$ cat src/rtl/ipi_pkg.sv
package ipi_pkg;
   localparam int DATA_W  = 32;
   localparam int GO_BIT  = 0;
   localparam int SRC_LSB = 4;

   // word address of the raise view for channel ch (host channel is ch == ncores)
   function automatic int addr_gen(int ch, int ncores);
      return (ch < ncores) ? ch : 3 * ncores;
   endfunction

   // word address of the clear view for channel ch
   function automatic int addr_ack(int ch, int ncores);
      return (ch < ncores) ? ncores + ch : 3 * ncores + 1;
   endfunction

   // word address of the non-maskable raise register of core c
   function automatic int addr_nmi(int c, int ncores);
      return 2 * ncores + c;
   endfunction
endpackage

$ cat src/rtl/ipi_decode.sv
module ipi_decode
   import ipi_pkg::*;
#(
   parameter int NUM_CORES = 4,
   parameter int ADDR_W    = 6
) (
   input  logic [ADDR_W-1:0]  addr,
   output logic [NUM_CORES:0] gen_hit,
   output logic [NUM_CORES:0] ack_hit,
   output logic [NUM_CORES-1:0] nmi_hit
);
   for (genvar ch = 0; ch <= NUM_CORES; ch++) begin : g_ch
      assign gen_hit[ch] = (addr == ADDR_W'(addr_gen(ch, NUM_CORES)));
      assign ack_hit[ch] = (addr == ADDR_W'(addr_ack(ch, NUM_CORES)));
   end

   for (genvar c = 0; c < NUM_CORES; c++) begin : g_nmi
      assign nmi_hit[c] = (addr == ADDR_W'(addr_nmi(c, NUM_CORES)));
   end
endmodule

$ cat src/rtl/ipi_src_bank.sv
module ipi_src_bank #(
   parameter int NUM_SRC = 28
) (
   input  logic               clk,
   input  logic               rst_n,
   input  logic               set_en,
   input  logic               clr_en,
   input  logic               go,
   input  logic [NUM_SRC-1:0] src,
   output logic [NUM_SRC-1:0] flags,
   output logic               pulse
);
   logic [NUM_SRC-1:0] set_mask;
   logic [NUM_SRC-1:0] clr_mask;

   assign set_mask = set_en ? src : '0;
   assign clr_mask = clr_en ? src : '0;

   always_ff @(posedge clk) begin
      if (!rst_n) begin
         flags <= '0;
         pulse <= 1'b0;
      end else begin
         // a set applied in the same cycle as a clear takes priority
         flags <= (flags & ~clr_mask) | set_mask;
         pulse <= set_en & go;
      end
   end
endmodule

$ cat src/rtl/ipi_pulse_reg.sv
module ipi_pulse_reg #(
   parameter int WIDTH = 4
) (
   input  logic             clk,
   input  logic             rst_n,
   input  logic [WIDTH-1:0] fire,
   output logic [WIDTH-1:0] pulse
);
   always_ff @(posedge clk) begin
      if (!rst_n) pulse <= '0;
      else        pulse <= fire;
   end
endmodule

$ cat src/rtl/ipi_regblock.sv
module ipi_regblock
   import ipi_pkg::*;
#(
   parameter int NUM_CORES = 4,
   parameter int NUM_SRC   = 28,
   parameter int ADDR_W    = 6
) (
   input  logic                 clk,
   input  logic                 rst_n,
   input  logic                 bus_sel,
   input  logic                 bus_we,
   input  logic [ADDR_W-1:0]    bus_addr,
   input  logic [DATA_W-1:0]    bus_wdata,
   output logic [DATA_W-1:0]    bus_rdata,
   output logic [NUM_CORES-1:0] core_irq,
   output logic [NUM_CORES-1:0] core_nmi,
   output logic                 host_irq
);
   localparam int NCH = NUM_CORES + 1;

   if (NUM_CORES < 1) begin : g_bad_cores
      $error("ipi_regblock: NUM_CORES must be at least 1");
   end
   if (NUM_SRC < 1 || NUM_SRC > DATA_W - SRC_LSB) begin : g_bad_src
      $error("ipi_regblock: NUM_SRC must lie in 1..%0d", DATA_W - SRC_LSB);
   end
   if ((1 << ADDR_W) < 3 * NUM_CORES + 2) begin : g_bad_addr
      $error("ipi_regblock: ADDR_W too narrow for the register map");
   end

   logic                        wr;
   logic                        go;
   logic [NUM_SRC-1:0]          src;
   logic [NCH-1:0]              gen_hit;
   logic [NCH-1:0]              ack_hit;
   logic [NUM_CORES-1:0]        nmi_hit;
   logic [NCH-1:0][NUM_SRC-1:0] flags_all;
   logic [NCH-1:0]              ch_pulse;
   logic                        unused_wdata;

   assign wr           = bus_sel & bus_we;
   assign go           = bus_wdata[GO_BIT];
   assign src          = bus_wdata[SRC_LSB +: NUM_SRC];
   assign unused_wdata = ^bus_wdata;

   ipi_decode #(
      .NUM_CORES(NUM_CORES),
      .ADDR_W   (ADDR_W)
   ) u_decode (
      .addr   (bus_addr),
      .gen_hit(gen_hit),
      .ack_hit(ack_hit),
      .nmi_hit(nmi_hit)
   );

   for (genvar ch = 0; ch < NCH; ch++) begin : g_bank
      ipi_src_bank #(
         .NUM_SRC(NUM_SRC)
      ) u_bank (
         .clk   (clk),
         .rst_n (rst_n),
         .set_en(wr & gen_hit[ch]),
         .clr_en(wr & ack_hit[ch]),
         .go    (go),
         .src   (src),
         .flags (flags_all[ch]),
         .pulse (ch_pulse[ch])
      );
   end

   assign core_irq = ch_pulse[NUM_CORES-1:0];
   assign host_irq = ch_pulse[NUM_CORES];

   ipi_pulse_reg #(
      .WIDTH(NUM_CORES)
   ) u_nmi (
      .clk  (clk),
      .rst_n(rst_n),
      .fire ({NUM_CORES{wr & go}} & nmi_hit),
      .pulse(core_nmi)
   );

   always_comb begin
      bus_rdata = '0;
      for (int ch = 0; ch < NCH; ch++) begin
         if (gen_hit[ch] || ack_hit[ch]) begin
            bus_rdata[SRC_LSB +: NUM_SRC] = flags_all[ch];
         end
      end
   end
endmodule

$ cat config.mk
export PLATFORM = sky130hd
export DESIGN_NAME = ipi_regblock
export DESIGN_NICKNAME = d
export VERILOG_FILES = /design/src/rtl/ipi_pkg.sv /design/src/rtl/ipi_decode.sv /design/src/rtl/ipi_src_bank.sv /design/src/rtl/ipi_pulse_reg.sv /design/src/rtl/ipi_regblock.sv
export SDC_FILE = /design/constraint.sdc
export NUM_CORES = 1
export LEC_CHECK = 0
export ABC_AREA = 0
export CAP_MARGIN = 20
export CORE_ASPECT_RATIO = 1.4
export CORE_MARGIN = 1.5
export CORE_UTILIZATION = 55
export CTS_CLUSTER_SIZE = 20
export DETAILED_ROUTE_END_ITERATION = 10
export GPL_TIMING_DRIVEN = 0
export PLACE_DENSITY = 0.79
export SKIP_LAST_GASP = 1
export SYNTH_ARGS = -nofsm -noshare
export SYNTH_HDL_FRONTEND = slang
export SYNTH_SLANG_ARGS = --single-unit
$ cat constraint.sdc
create_clock -name clk -period 3.2 [get_ports clk]
set_input_delay 0.48 -clock clk [delete_from_list [all_inputs] [get_ports clk]]
set_output_delay 0.48 -clock clk [all_outputs]
set_load 0.02 [all_outputs]
==> results.cfg <==
[logic_synthesis]
async_reset_ff_frac = 0
synth-edff-count = 0
yosysUniqueCellTypes = 30
ys.flop_type = dfxtp_1
synth_largest_area_cell = dfxtp_1
yosysSeqAreaShare = 0.415
yosysWarnings = 0
synth.area.top_cells = dfxtp_1, mux2i_1, nand2_1
synth_area_mm2 = 0.00719
ys_seq_elements = 149
synth.avg_cell_area_um2 = 7.92
yosysMostFrequentCell = nand2_1
netlist_top_cells_count = nand2_1, dfxtp_1, mux2i_1
synth.top_cell.area_share = 0.415
syn_inst = 907

[cts]
cts_made_buffers = 17
clock_path_buffers = 2
htreeDepth = 4
clk-insertion-delay-late_ps = 420
cts_tree = yes
cts_hold_buf = 0
path_clk_slew_ps = 60
clock_sinks = 149
cts-root-buf = clkbuf_16

[power_and_ir_drop]
power_mw = 4.28
power.switching_mw = 1.06
power.leakage_nw = 4.04
irDropWorstVdd_v = 0.000299
p_clk_frac = 0.486
power_density_mw_per_mm2 = 487
internal_power_mw = 3.22
switching_share = 0.247
pwr-share-comb = 0.079
seqPwrFrac = 0.435

[sta]
maxSlewHeadroom = 0.428
min_period_over_period = 0.989
tightest_slew_ps = 852
finalMaxSlewViolations = 0
setup_violations = 0
hold_viol = 0
fin_setup_tns_ps = 0
finalCriticalPeriod_ps = 3160
fin_skew_ps = 0
rsz0062_at_grt = yes
max_freq_mhz = 316

[grt]
grt_max_degree = 17
grt_overflow_total = 0
grt_pass1_wl_um = 33700
grt_pass1_vias = 6621
antenna_found_initial = 0
grt_usage = 0.314

[setup_path]
cp.arrival_ps = 2680
crit_path_start_kind = input port
cp_num_buf_inv = 3
cp-end-kind = output port
crit_family = buffers and inverters
crit_chain = clkdlybuf4s50_1, nand2_1, nor4_4, buf_4, a22oi_1, nand2_1, clkdlybuf4s50_1
critical_path.slowest_cell = clkdlybuf4s50_1
path_max_fanout = 10
worstSetupPathType = input port to output port
critical_path_required_ps = 2720
slowest_delay_ps = 590

[floorplanning]
start_util = 0.561
ioPinCount = 83
dieArea_mm2 = 0.0138
dieHeight_um = 138
core_mm2 = 0.0128
rows = 49
die_w_um = 99.6

[placed_design]
place_congestion = 0.888
io_buffer_count = 71
post-dp-hpwl_um = 14400

[route]
routed_wl_um = 21400
routedWlPerCell_um = 18.3
vias = 6750
antenna_left = 0
drtPass1Iterations = 5
initialDrtViolationCount = 614
remaining_drc_errors = 0
vias_per_cell = 5.79

[worst_hold_path]
hold_class = input port to flip-flop

[final_layout]
insertedDiodeCount = 0
drive_gt1_frac = 0.0750
fin_nets = 1042
area_growth_syn_to_layout_pct = 22.3

[job]
maxCapViolations = 0

[run_status]
status = complete, no violations
[power by group through the flow]
stage / registers, mW / logic, mW / clock network [mW]
2_1_floorplan: 1.90 / 0.176 / 0
3_3_place_gp: 1.90 / 0.324 / 0
3_5_place_dp: 1.90 / 0.325 / 0
4_1_cts: 1.86 / 0.331 / 2.08
5_1_grt: 1.86 / 0.358 / 2.16
6_report: 1.86 / 0.338 / 2.08
[final timing paths]
check / startpoint / endpoint / slack, ps / cells after the start
setup / recovery: bus_addr[2] / bus_rdata[30] / 40 / 7
hold reg to reg: g_bank[4].u_bank.flags[8]$_SDFF_PN0_ / g_bank[4].u_bank.flags[8]$_SDFF_PN0_ / 460 / 2
setup reg to reg: g_bank[1].u_bank.flags[23]$_SDFF_PN0_ / g_bank[1].u_bank.flags[23]$_SDFF_PN0_ / 2550 / 1
hold / removal: bus_addr[0] / u_nmi.pulse[3]$_SDFF_PN0_ / 440 / 3
[flip-flops by register name, summed over array words and instances (netlist names)]
signal and count:
g_bank.u_bank.pulse 5, u_nmi.pulse 4, g_bank.u_bank.flags 140
[kinds of logic after synthesis]
| logic type | Yosys count | share of synthesized area |
|---|---|---|
| compound gates | 140 | 0.127 |
| buf+inv | 111 | 0.0693 |
| flops | 149 | 0.415 |
| mux | 112 | 0.156 |
| other cells | 1 | 0.000522 |
| simple gates | 394 | 0.232 |
[layout by cell type, fill, tap and decap left out, types with 2 or more instances in the layout]
cell type	instances
a21oi_1	26
bufinv_16	3
clkinv_4	3
clkinvlp_4	3
nand2_1	284
nand2b_1	3
nor4b_1	3
inv_6	3
clkbuf_16	17
dlymetal6s2s_1	20
clkbuf_4	2
inv_1	30
nor4_4	2
buf_2	16
clkdlybuf4s50_1	46
clkbuf_1	39
clkinv_2	2
buf_6	3
nor3_1	2
buf_4	15
a32o_1	28
conb_1	4
dlygate4sd2_1	5
mux2i_1	112
o21ai_0	56
nor2b_1	30
buf_1	5
dfxtp_1	149
nor2_1	60
a22oi_1	28
[stage by stage]
stage	hold slack, ps	cells	setup slack, ps	util	area [um2]
after floorplan	435	910	799	-	7200
after global placement	445	1134	-594	0.632	8100
after detailed placement	452	1134	-622	0.632	8100
after CTS	427	1167	0.254	0.682	8740
after global routing	465	1166	-17.5	0.686	8790
final	440	1166	35.4	0.686	8790
[timing repair]
action / CTS / global route
resized for setup: 16 / 23
pin swaps: 1 / 1
hold endpoints to repair: 0 / 0
setup buffers: 1 / 0
endpoints found under the setup margin: 23 / 21
[layout make-up]
type                    count  area (um2)
plain buffers              80         404
clock buffers              18         439
clock inverters            14         175
fillers                  1040        4020
inverters                  30         113
multi-input cells         650        3720
flip-flops and latches    149        2980
well taps                 153         191
repair buffers             72         762
[per-layer routing]
metal | track usage | wire length, um | up-vias
met5 | 0 | 0 | -
met4 | 0.146 | 753 | 0
met3 | 0.0521 | 1790 | 71
met2 | 0.538 | 10500 | 354
met1 | 0.382 | 8280 | 3137
li1 | - | - | 3188
No activity file was read; power rests on OpenSTA's default activity.
